===== src/rtl/uart_rx_pkg.sv =====
package uart_rx_pkg;

   typedef enum logic [2:0] {
      ST_IDLE,
      ST_START,
      ST_DATA,
      ST_PAR,
      ST_STOP
   } rx_state_e;

   localparam logic [2:0] PAR_ODD   = 3'd4;
   localparam logic [2:0] PAR_MARK  = 3'd5;
   localparam logic [2:0] PAR_EVEN  = 3'd6;
   localparam logic [2:0] PAR_SPACE = 3'd7;

   // number of data bits for a length code
   function automatic logic [3:0] word_bits(input logic [1:0] code);
      return 4'd5 + {2'b00, code};
   endfunction

   // parity bit present on the line
   function automatic logic par_used(input logic [2:0] code);
      return code[2];
   endfunction

   // expected parity bit given the xor of the received data bits
   function automatic logic par_expected(input logic [2:0] code, input logic ones_odd);
      logic r;
      case (code)
         PAR_ODD:   r = ~ones_odd;
         PAR_EVEN:  r = ones_odd;
         PAR_MARK:  r = 1'b1;
         PAR_SPACE: r = 1'b0;
         default:   r = 1'b0;
      endcase
      return r;
   endfunction

endpackage


===== src/rtl/uart_rx_line_in.sv =====
module uart_rx_line_in #(
   parameter int unsigned SYNC_STAGES = 2
) (
   input  logic clk_i,
   input  logic rst_ni,
   input  logic rx_pin_i,
   input  logic tx_loop_i,
   input  logic loop_en_i,
   output logic line_o
);

   logic raw;
   assign raw = loop_en_i ? tx_loop_i : rx_pin_i;

   generate
      if (SYNC_STAGES == 0) begin : g_direct
         assign line_o = raw;
      end else begin : g_sync
         logic [SYNC_STAGES-1:0] sh_q;
         always_ff @(posedge clk_i or negedge rst_ni) begin
            if (!rst_ni) begin
               sh_q <= '1;
            end else begin
               sh_q[0] <= raw;
               for (int i = 1; i < SYNC_STAGES; i++) begin
                  sh_q[i] <= sh_q[i-1];
               end
            end
         end
         assign line_o = sh_q[SYNC_STAGES-1];
      end
   endgenerate

endmodule


===== src/rtl/uart_rx_frame.sv =====
module uart_rx_frame
   import uart_rx_pkg::*;
#(
   parameter int unsigned OSR    = 8,
   parameter int unsigned DATA_W = 8
) (
   input  logic              clk_i,
   input  logic              rst_ni,
   input  logic              tick_i,
   input  logic              line_i,
   input  logic [1:0]        wlen_i,
   input  logic [2:0]        par_i,
   output logic              done_o,
   output logic [DATA_W-1:0] data_o,
   output logic              err_o
);

   localparam int unsigned CNT_W = $clog2(OSR);
   localparam int unsigned IDX_W = $clog2(DATA_W);
   localparam logic [CNT_W-1:0] MID  = CNT_W'(OSR / 2);
   localparam logic [CNT_W-1:0] LAST = CNT_W'(OSR - 1);

   rx_state_e         st_q;
   logic [CNT_W-1:0]  cnt_q;
   logic [IDX_W-1:0]  idx_q;
   logic [DATA_W-1:0] sh_q;
   logic              acc_q;
   logic              pbit_q;
   logic              prev_q;
   logic              last_bit;

   assign last_bit = (int'(idx_q) + 1) == int'(word_bits(wlen_i));

   always_ff @(posedge clk_i or negedge rst_ni) begin
      if (!rst_ni) begin
         st_q   <= ST_IDLE;
         cnt_q  <= '0;
         idx_q  <= '0;
         sh_q   <= '0;
         acc_q  <= 1'b0;
         pbit_q <= 1'b0;
         prev_q <= 1'b1;
      end else if (tick_i) begin
         prev_q <= line_i;
         unique case (st_q)
            ST_IDLE: begin
               if (prev_q && !line_i) begin
                  st_q  <= ST_START;
                  cnt_q <= CNT_W'(1);
                  idx_q <= '0;
                  sh_q  <= '0;
                  acc_q <= 1'b0;
               end
            end
            ST_START: begin
               cnt_q <= cnt_q + 1'b1;
               if (cnt_q == MID && line_i) begin
                  st_q <= ST_IDLE;
               end else if (cnt_q == LAST) begin
                  st_q  <= ST_DATA;
                  cnt_q <= '0;
               end
            end
            ST_DATA: begin
               cnt_q <= cnt_q + 1'b1;
               if (cnt_q == MID) begin
                  sh_q[idx_q] <= line_i;
                  acc_q       <= acc_q ^ line_i;
               end
               if (cnt_q == LAST) begin
                  cnt_q <= '0;
                  if (last_bit) begin
                     st_q <= par_used(par_i) ? ST_PAR : ST_STOP;
                  end else begin
                     idx_q <= idx_q + 1'b1;
                  end
               end
            end
            ST_PAR: begin
               cnt_q <= cnt_q + 1'b1;
               if (cnt_q == MID) begin
                  pbit_q <= line_i;
               end
               if (cnt_q == LAST) begin
                  cnt_q <= '0;
                  st_q  <= ST_STOP;
               end
            end
            ST_STOP: begin
               cnt_q <= cnt_q + 1'b1;
               if (cnt_q == MID) begin
                  st_q <= ST_IDLE;
               end
            end
            default: st_q <= ST_IDLE;
         endcase
      end
   end

   assign done_o = tick_i && (st_q == ST_STOP) && (cnt_q == MID);
   assign data_o = sh_q;
   assign err_o  = !line_i ||
                   (par_used(par_i) && (pbit_q != par_expected(par_i, acc_q)));

endmodule


===== src/rtl/uart_rx_rts.sv =====
module uart_rx_rts (
   input  logic clk_i,
   input  logic rst_ni,
   input  logic autoflow_en_i,
   input  logic fifo_afull_i,
   output logic rts_o
);

   always_ff @(posedge clk_i or negedge rst_ni) begin
      if (!rst_ni) begin
         rts_o <= 1'b0;
      end else begin
         rts_o <= !(autoflow_en_i && fifo_afull_i);
      end
   end

endmodule


===== src/rtl/uart_rx_core.sv =====
module uart_rx_core
   import uart_rx_pkg::*;
#(
   parameter int unsigned OSR         = 8,
   parameter int unsigned DATA_W      = 8,
   parameter int unsigned SYNC_STAGES = 2
) (
   input  logic              clk_i,
   input  logic              rst_ni,
   input  logic              os_tick_i,
   input  logic              rx_pin_i,
   input  logic              tx_loop_i,
   input  logic              loop_en_i,
   input  logic [1:0]        wlen_code_i,
   input  logic [2:0]        par_code_i,
   input  logic              autoflow_en_i,
   input  logic              fifo_full_i,
   input  logic              fifo_afull_i,
   output logic              rx_valid_o,
   output logic [DATA_W-1:0] rx_data_o,
   output logic              rx_err_o,
   output logic              rx_ovr_o,
   output logic              rts_o
);

   generate
      if (OSR < 4 || (OSR % 2) != 0) begin : g_bad_osr
         $error("uart_rx_core: OSR must be even and at least 4");
      end
      if (DATA_W < 8) begin : g_bad_width
         $error("uart_rx_core: DATA_W must be at least 8");
      end
   endgenerate

   logic              line;
   logic              done;
   logic              err_n;
   logic [DATA_W-1:0] data_n;

   uart_rx_line_in #(
      .SYNC_STAGES (SYNC_STAGES)
   ) line_i0 (
      .clk_i     (clk_i),
      .rst_ni    (rst_ni),
      .rx_pin_i  (rx_pin_i),
      .tx_loop_i (tx_loop_i),
      .loop_en_i (loop_en_i),
      .line_o    (line)
   );

   uart_rx_frame #(
      .OSR    (OSR),
      .DATA_W (DATA_W)
   ) frame_i0 (
      .clk_i  (clk_i),
      .rst_ni (rst_ni),
      .tick_i (os_tick_i),
      .line_i (line),
      .wlen_i (wlen_code_i),
      .par_i  (par_code_i),
      .done_o (done),
      .data_o (data_n),
      .err_o  (err_n)
   );

   uart_rx_rts rts_i0 (
      .clk_i         (clk_i),
      .rst_ni        (rst_ni),
      .autoflow_en_i (autoflow_en_i),
      .fifo_afull_i  (fifo_afull_i),
      .rts_o         (rts_o)
   );

   always_ff @(posedge clk_i or negedge rst_ni) begin
      if (!rst_ni) begin
         rx_valid_o <= 1'b0;
         rx_ovr_o   <= 1'b0;
         rx_err_o   <= 1'b0;
         rx_data_o  <= '0;
      end else begin
         rx_valid_o <= done && !fifo_full_i;
         rx_ovr_o   <= done && fifo_full_i;
         rx_err_o   <= done && !fifo_full_i && err_n;
         if (done && !fifo_full_i) begin
            rx_data_o <= data_n;
         end
      end
   end

endmodule


===== config.mk =====
export PLATFORM = sky130hd
export DESIGN_NAME = uart_rx_core
export DESIGN_NICKNAME = d
export VERILOG_FILES = /design/src/rtl/uart_rx_pkg.sv /design/src/rtl/uart_rx_line_in.sv /design/src/rtl/uart_rx_frame.sv /design/src/rtl/uart_rx_rts.sv /design/src/rtl/uart_rx_core.sv
export SDC_FILE = /design/constraint.sdc
export NUM_CORES = 1
export LEC_CHECK = 0
export BUFFER_PORTS_ARGS = -buffer_cell sky130_fd_sc_hd__buf_2
export CAP_MARGIN = 20
export CORE_MARGIN = 1
export CORE_UTILIZATION = 50
export CTS_CLUSTER_SIZE = 30
export DETAILED_ROUTE_END_ITERATION = 16
export PLACE_DENSITY = 0.78
export SETUP_SLACK_MARGIN = 0.3
export SLEW_MARGIN = 20
export SYNTH_ARGS = -nofsm -noshare
export SYNTH_HDL_FRONTEND = slang
export SYNTH_HIERARCHICAL = 1
export SYNTH_SLANG_ARGS = --single-unit

===== constraint.sdc =====
create_clock -name clk_i -period 3.67 [get_ports clk_i]
set_input_delay 0.734 -clock clk_i [delete_from_list [all_inputs] [get_ports clk_i]]
set_output_delay 0.734 -clock clk_i [all_outputs]
set_load 0.01 [all_outputs]

==> impl_results.md, run 1 <==
* CTS Hold Buffers Added at 0
* Deepest clock path buffer count at 2
* PwrDens at 615 nW/um^2
* Met3 WL at between 150 and 200 um
* Synth area leader: dfrtp_1
* Hold crit path type: flip-flop to flip-flop
* Area occupied by multi-input gates at 1000 sq um
* Total CTS buffers at 5
* Max Cap Violations at 0
* Final #Nets at 219
* Global-route wire length before repair at slightly above 6 mm
* I/O Buffers at 25
* Chip width at 64.5 um
* Synthesized area per cell at 11.0 sq um
* Initial antenna violation count at 0
* Clock sink count at 34
* Post-synth EDFFs at 0
* Vias at 1446
* R2R depth at 4
* Worst min-delay path endpoint: line_i0/g_sync.sh_q[1]$_DFF_PN1_
* Top cells by count, synth: dfrtp_1 (31), nand2_1 (18), mux2_4 (9), o21ai_0 (9), inv_1 (8)
* Final Setup Violations at 0
* Worst Setup Start Kind: flip-flop
* Clk slew on worst S/H paths at ~0.070 ns
* Drt drc at 0
* Crit Path Max Fanout at 19
* Cell variety after synth at 56
* Fmax at 0.478 GHz
* Critical Path End Type: flip-flop
* Slowest cell on crit path: dfrtp_1
* DP HPWL at 2.54 mm
* GPL Wtd Cong at 0.860
* Hold path depth at 0
* Root Driver: clkbuf_8
* I/O Pins at 26
* Main area contributors after synthesis: dfrtp_1 (40%), mux2_4 (6.9%), dfstp_2 (4.0%)
* Crit Path Class: flip-flop to flip-flop
* TritonRoute pass-1 iters at 4
* Fin crit share at a little under three fifths
* Final antenna-violating net count at 0
* Arr. time, crit path at approximately 2.3 ns
* Most common cell in the netlist: dfrtp_1
* Post-CTS setup buffers at 0
* Layout Skew at 0.00601 ns
* All-Layer GR Usage at 19.7%
* Slew of the pin with the lowest slew margin at ~0.74 ns
* Die ar. at 4170 sq um
* Hold path startpoint: line_i0/g_sync.sh_q[0]$_DFF_PN1_
* Post-DR wirelength/cell at 14.4 um
* Total Wirelength at 3.60 mm
* Synth Warn # at 6
* Worst r2r src: frame_i0/st_q[1]$_DFFE_PN0P_
* Netlist Area Pre-Place at 1960 sq um
* Post-synth top area share at 39.7%
* RR Endpoint: rx_data_o[6]$_DFFE_PN0P_
* Gate Count Post-Synth at between 150 and 200
* Fin Hold WS at 0.358 ns
* Leak Pwr at approximately 0.96 nW
* Drt via density at 5.81
* Post-synthesis sequential area ratio at 43.7%
* Die Span Y at 64.5 um
* Min Tclk post-route at around 2.1 ns
* Core area at roughly 3700 sq um
* Cts repair resizes at 0
* Highest routed metal layer: met4
* GRT overflow at 0
* DR WL met2 at 1.70 mm
* CP max stage delay at approximately 0.58 ns
* Largest net degree at the start of global routing at 35
* Worst-path cell chain: or3b_1 -> nor2_1 -> nor2b_4 -> mux2_4
* Setup_tns at 0 ns
* H-tree depth at 2
* Peak VDD IR at 335 uV
* Fin. max-slew vios at 0
* Number of global-route vias before repair at 1330
* Fillcell total at 327
* Ratio of cells with drive above 1 in the final layout at 30.3%
* Final Hold Fails at 0
* Register-to-register setup slack at 1.58 ns
* WP data required at 3.85 ns
* Synth Flop Type: dfrtp_1
* Asr flop ratio synth at 100%
* Status: completed
* Wl on met1 at 1.64 mm
* FF+latch count, synth at 34
* RSZ-0062 raised after global routing: no
* Headroom to the max-slew limit at 50.6%
* Row count at 22
* CTS tree: done
* ANT cells at 0
* DRT iter0 DRCs at around 80
* Reg area at between 800 and 900 sq um
* Post-Syn Nets at 197
* Clk_lat worst skew at 0.29 ns
* Final Util at 58.3%
* Area grow syn2layout at 10.7%
* Initial Util at 52.6%
==> per-layer routing <==
layer	global-route usage (%)	up-vias
met2	31.3	34
met4	11.9	0
met5	0	-
met3	4.75	8
met1	24.0	703
li1	-	701
==> where the power goes <==
part	leakage (nW)	internal (mW)	switching, mW
clock	0.0472	0.151	0.142
combinational	0.475	0.207	0.265
sequential	0.440	0.443	0.124
total	0.963	0.801	0.531
==> state kept, by name, summed over array words and instances, names as in the netlist <==
register,cells
line_i0/g_sync.sh_q,2
rx_data_o,8
frame_i0/pbit_q,1
rx_valid_o,1
rx_ovr_o,1
rts_i0/rts_o,1
frame_i0/prev_q,1
frame_i0/idx_q,3
frame_i0/data_o,8
frame_i0/st_q,3
frame_i0/acc_q,1
rx_err_o,1
frame_i0/cnt_q,3
==> stage by stage <==
step	power [mW]	instances	area [sq um]	worst slack, ns
final	1.33	249	2170	1.58
after global routing	1.43	249	2170	1.48
after CTS	1.34	249	2170	1.56
after detailed placement	1.04	241	2070	1.53
after global placement	1.02	241	2070	1.55
after floorplan	0.947	178	1960	1.71
==> worst max path at each step <==
stage	from	end	slack, ns	cells after the start
2_1_floorplan	wlen_code_i[0]	frame_i0/st_q[0]$_DFFE_PN0P_	1.71	5
3_3_place_gp	wlen_code_i[0]	frame_i0/st_q[0]$_DFFE_PN0P_	1.55	6
3_5_place_dp	wlen_code_i[0]	frame_i0/st_q[0]$_DFFE_PN0P_	1.53	6
4_1_cts	frame_i0/st_q[1]$_DFFE_PN0P_	rx_data_o[7]$_DFFE_PN0P_	1.56	4
5_1_grt	frame_i0/st_q[1]$_DFFE_PN0P_	rx_data_o[3]$_DFFE_PN0P_	1.48	4
6_report	frame_i0/st_q[1]$_DFFE_PN0P_	rx_data_o[6]$_DFFE_PN0P_	1.58	4
==> kinds of logic after synthesis <==
| family | Yosys count | share of synthesized area [%] |
|---|---|---|
| buf+inv | 18 | 5.12 |
| mux | 14 | 9.60 |
| flops | 34 | 43.7 |
| fa+ha+maj | 5 | 3.20 |
| simple gates | 52 | 16.8 |
| xor+xnor | 5 | 2.24 |
| compound gates | 50 | 19.4 |
==> critical path, delay by kind of cell, from the launching register on <==
kind | cells | cell delay, ns
and+or+nand+nor | 3 | 1.05
muxes | 1 | 0.34
DFF | 1 | 0.58
==> cell usage in the layout, fill, tap and decap left out, types with 4 or more instances in the layout <==
master | netlist | routed
nand2_1 | 18 | 18
nand3_1 | 5 | 5
o211ai_1 | 5 | 5
inv_1 | 8 | 8
clkbuf_8 | 0 | 6
dfrtp_1 | 31 | 31
o21ai_0 | 9 | 9
ha_1 | 5 | 5
nor2_1 | 4 | 4
mux2_4 | 9 | 9
buf_2 | 4 | 25
o21ai_1 | 7 | 7
nor2b_1 | 4 | 4
==> area by class of cell <==
cell class              count  area share (%)
inverters                   8            1.39
repair buffers             25            5.78
clock inverters             2           0.578
well taps                  48            2.77
clock buffers               6            3.81
flip-flops and latches     34            39.5
multi-input cells         126            46.2
Note: power is estimated with default switching activity, not from simulation.
==> run 2, diff against run 1 <==
==> constraint.sdc (replaced) <==
create_clock -name clk_i -period 2.1 [get_ports clk_i]
set_input_delay 0.42 -clock clk_i [delete_from_list [all_inputs] [get_ports clk_i]]
set_output_delay 0.42 -clock clk_i [all_outputs]
set_load 0.01 [all_outputs]
==> impl_results.md, run 2 (synthesis gave the netlist of run 1 again) <==
* Die ar. at 4170 sq um
* GPL Wtd Cong at 0.819
* Peak VDD IR at between 600 and 700 uV
* Layout Skew at roughly 0.0045 ns
* Chip width at 64.5 um
* Vias at ~1500
* Final Hold Fails at 0
* Crit Path Max Fanout at 5
* Arr. time, crit path at 1.90 ns
* Number of global-route vias before repair at 1467
* Largest net degree at the start of global routing at 35
* Most frequent cells in the layout: dfrtp_1 (31), buf_2 (25), nand2_1 (18)
* Headroom to the max-slew limit at 50.4%
* Area occupied by multi-input gates at ~1000 sq um
* Post-DR wirelength/cell at 15.4 um
* Fmax at 0.574 GHz
* Clk_lat worst skew at 0.29 ns
* I/O Pins at 26
* H-tree depth at 2
* GRT overflow at 0
* Final Setup Violations at 0
* CTS Hold Buffers Added at 0
* Clock sink count at 34
* Deepest clock path buffer count at 2
* Fin. max-slew vios at 0
* Total Wirelength at 4.02 mm
* Total CTS buffers at 5
* Setup ws final at 0.359 ns
* Commonest non-fill, non-tap cell in the layout: dfrtp_1
* Core area at 3720 sq um
* Design Power at 2.63 mW
* ANT cells at 0
* CTS tree: done
* All-Layer GR Usage at 21.0%
* Register-to-register setup slack at 0.36 ns
* Ratio of cells with drive above 1 in the final layout at 38.0%
* Min Tclk post-route at between 1.5 and 2 ns
* DRT iter0 DRCs at 61
* Placed cells at 248
* RSZ-0062 raised after global routing: no
* Setup_tns at 0 ns
* WP data required at 2.26 ns
* Status: completed
* Drt drc at 0
* I/O Buffers at 25
* Max Cap Violations at 0
* Worst Setup Start Kind: flip-flop
* Drt via density at 5.75
* Reg area at 855 sq um
* Leak Pwr at 1.05 nW
* Hold crit path type: input pin to async pin
* PwrDens at 1120 nW/um^2
* Place WS at 0.204 ns
* Slew of the pin with the lowest slew margin at about 0.74 ns
* Final antenna-violating net count at 0
* Initial Util at 52.6%
* Area grow syn2layout at 20.4%
* Clk slew on worst S/H paths at 0.07 ns
* Fillcell total at 310
* Global-route wire length before repair at 6.52 mm
* Row count at 22
* Final #Nets at 232
* Crit Path Class: flip-flop to flip-flop
* DP HPWL at 2.75 mm
* Die Span Y at 64.5 um
* Fin crit share at approximately 83%
* TritonRoute pass-1 iters at 4
* Critical Path End Type: flip-flop
* Root Driver: clkbuf_8
* Initial antenna violation count at 0
* Final Instance Count excl. Fillers at roughly 260
[run 2: final timing paths]
check	to	cells after the start	from
setup / recovery	frame_i0/st_q[1]$_DFFE_PN0P_	6	frame_i0/cnt_q[1]$_DFFE_PN0P_
min in group clk_i	rts_i0/rts_o$_DFF_PN0_	2	fifo_afull_i
hold / removal	rx_data_o[7]$_DFFE_PN0P_	1	rst_ni
setup reg to reg	frame_i0/st_q[1]$_DFFE_PN0P_	6	frame_i0/cnt_q[1]$_DFFE_PN0P_
hold reg to reg	line_i0/g_sync.sh_q[1]$_DFF_PN1_	0	line_i0/g_sync.sh_q[0]$_DFF_PN1_
max in group asynchronous	frame_i0/data_o[7]$_DFFE_PN0P_	1	rst_ni
[run 2: cell type report]
cell class / instances / area share [%]
Multi-Input combinational cell: 126 / 44.2
Sequential cell: 34 / 36.3
Timing Repair Buffer: 38 / 10.9
Clock buffer: 6 / 3.51
Tap cell: 48 / 2.55
Clock inverter: 1 / 1.28
Inverter: 8 / 1.28
[run 2: worst max-delay path, stage by stage, from the launching register on]
cell and delay [ns]:
dfrtp_1 0.40, buf_4 0.14, ha_1 0.18, ha_1 0.26
o32ai_2 0.39, or4_1 0.17, nand3_1 0.07
[run 2: power breakdown]
part	switching (mW)	leakage [nW]	internal, mW	total, mW
Sequential	0.0895	0.440	0.777	0.867
Combinational	0.655	0.554	0.496	1.15
Clock	0.233	0.0573	0.379	0.612
Total	0.977	1.05	1.65	2.63
[run 2: through the flow]
stage                     cell area [sq um]  hold slack, ns  utilization, %
after floorplan                        1960           0.124               -
after global placement                 2120           0.346            57.1
after detailed placement               2120           0.351            57.1
after CTS                              2260           0.216            60.8
after global routing                   2350           0.251            63.4
final                                  2350           0.195            63.4
[run 2: what timing repair did]
item	4_1_cts	5_1_grt
buffers inserted	1	4
cloned	0	1
pin swaps	0	2
endpoints found under the hold margin	0	0
endpoints found under the setup margin	9	14
resized for setup	2	7
[run 2: layer usage]
metal / share of wire [%] / GRT usage, % / up-vias
li1: - / - / 720
met1: 44 / 24.1 / 732
met2: 51 / 35.5 / 42
met3: 3.9 / 5.63 / 7
met4: 1.2 / 11.1 / 0
met5: 0 / 0 / -
==> run 3, diff against run 2 <==
==> constraint.sdc (replaced) <==
create_clock -name clk_i -period 1.8 [get_ports clk_i]
set_input_delay 0.36 -clock clk_i [delete_from_list [all_inputs] [get_ports clk_i]]
set_output_delay 0.36 -clock clk_i [all_outputs]
set_load 0.01 [all_outputs]
==> impl_results.md, run 3 (synthesis gave the netlist of run 1 again) <==
* Status: finished with violations
* Failing checks: setup timing
* Post-DR wirelength/cell at 20.3 um
* Final Hold Fails at 0
* Final #Nets at 273
* Max Cap Violations at 0
* CTS tree: done
* Critical Path End Type: flip-flop
* Final Setup Violations at 5
* Die Span Y at 64.5 um
* Clock sink count at 34
* Met3 WL at ~330 um
* Layout Skew at 0.00590 ns
* Worst Setup Start Kind: flip-flop
* R2R depth at 6
* Clk_lat worst skew at 0.30 ns
* RSZ-0062 raised after global routing: yes
* Peak VDD IR at roughly 680 uV
* Core area at 3720 sq um
* Headroom to the max-slew limit at about 74%
* Placed cells at 256
* I/O Pins at 26
* Wl on met1 at about 2.3 mm
* ANT cells at 0
* DRT iter0 DRCs at ~120
* All-Layer GR Usage at 26.4%
* Worst min-delay path endpoint: rts_i0/rts_o$_DFF_PN0_
* PwrDens at 1360 nW/um^2
* Most frequent cells in the layout: dfrtp_1 (30), buf_4 (25), buf_2 (25)
* Crit Path Class: flip-flop to flip-flop
* Global-route wire length before repair at 8.15 mm
* I/O Buffers at 25
* Min Tclk post-route at 1.81 ns
* Die ar. at between 4000 and 5000 sq um
* Total Wirelength at 6.14 mm
* Vias at roughly 1800
* Chip width at 64.5 um
* Worst r2r src: frame_i0/st_q[0]$_DFFE_PN0P_
* Initial Util at between 50% and 60%
* Fin. max-slew vios at 0
* Arr. time, crit path at between 1.5 and 2 ns
* DP HPWL at approximately 3 mm
* Number of global-route vias before repair at 1747
* Register-to-register setup slack at -0.01 ns
* RR Endpoint: rx_data_o[7]$_DFFE_PN0P_
* Root Driver: clkbuf_8
* DR WL met2 at 3.32 mm
* Fin crit share at 101%
* Hold path depth at 2
* Initial antenna violation count at 0
* Commonest non-fill, non-tap cell in the layout: dfrtp_1
* Row count at 22
* Final antenna-violating net count at 0
* TritonRoute pass-1 iters at 4
* Largest net degree at the start of global routing at 20
* Setup_tns at -0.0381 ns
* Slew of the pin with the lowest slew margin at 0.383 ns
* Hold path startpoint: fifo_afull_i
* GRT overflow at 0
* GPL Wtd Cong at just under 0.9
* Area grow syn2layout at 53.0%
* Ratio of cells with drive above 1 in the final layout at 58.0%
* H-tree depth at 2
* Fmax at 0.552 GHz
* Drt via density at 6.03
* Clk slew on worst S/H paths at ~0.07 ns
* Total CTS buffers at 5
* Final Instance Count excl. Fillers at between 300 and 400
* Highest routed metal layer: met4
* Drt drc at 0
* Worst setup startpoint: frame_i0/st_q[0]$_DFFE_PN0P_
* Crit Path Max Fanout at 5
* WP data required at ~2 ns
* Leak Pwr at 1.34 nW
* Deepest clock path buffer count at 2
* Setup ws final at -0.0115 ns
* Hold crit path type: input pin to flip-flop
[run 3: changes by cell type in the layout (fill, tap and decap cells not counted), sizes merged]
cell and delta:
dlygate4sd3 +1, buf +41
[run 3: worst max-delay path by stage]
stage / endpoint / slack [ns] / depth (start not counted)
CTS: rx_data_o[0]$_DFFE_PN0P_ / 0.08 / 6
global route: frame_i0/data_o[1]$_DFFE_PN0P_ / -0.08 / 9
global placement: frame_i0/st_q[0]$_DFFE_PN0P_ / 0.06 / 6
floorplan: rx_data_o[0]$_DFFE_PN0P_ / 0.10 / 6
finish: rx_data_o[7]$_DFFE_PN0P_ / -0.01 / 6
detailed placement: rx_data_o[5]$_DFFE_PN0P_ / 0.02 / 8
[run 3: worst max-delay path, stage by stage, from the launching register on]
cell and delay [ns]:
dfrtp_1 0.41, or3b_4 0.44, nor2_4 0.14, nor2b_4 0.18, buf_6 0.11, buf_12 0.11
mux2_4 0.31
[run 3: layer usage]
layer / up-vias / track usage, %
met5: - / 0
met4: 0 / 14.7
met3: 26 / 7.04
met2: 83 / 48.9
met1: 916 / 26.3
li1: 803 / -
[run 3: final cells by class]
cell class                 count  area (sq um)
multi-input combinational    126          1260
sequential                    34           856
fill                         203           723
timing repair buffer          79           681
clock buffer                   7          76.3
tap                           48          60.1
inverter                       8          32.5
clock inverter                 1          30.0
[run 3: where the power goes]
group          internal [mW]  switching [mW]
Clock                  0.414           0.293
Sequential             0.908           0.149
Combinational           1.14            1.15
[run 3: what timing repair did]
item	4_1_cts	5_1_grt
endpoints found under the setup margin	26	28
pin swaps	14	21
cloned	1	0
hold buffers	1	0
hold endpoints to repair	12	0
resized for setup	26	54
setup buffers	20	17
[run 3: stage by stage]
stage / power (mW) / instance area, sq um / worst slack (ns) / util (%) / hold slack [ns]
after floorplan: 1.99 / 1990 / 0.102 / - / 0.0644
after global placement: 2.27 / 2250 / 0.0577 / 60.4 / 0.295
after detailed placement: 2.30 / 2250 / 0.0180 / 60.4 / 0.295
after CTS: 3.34 / 2640 / 0.0767 / 71.0 / 0.210
after global routing: 4.25 / 2990 / -0.0850 / 80.5 / 0.227
final: 4.06 / 2990 / -0.0115 / 80.5 / 0.232
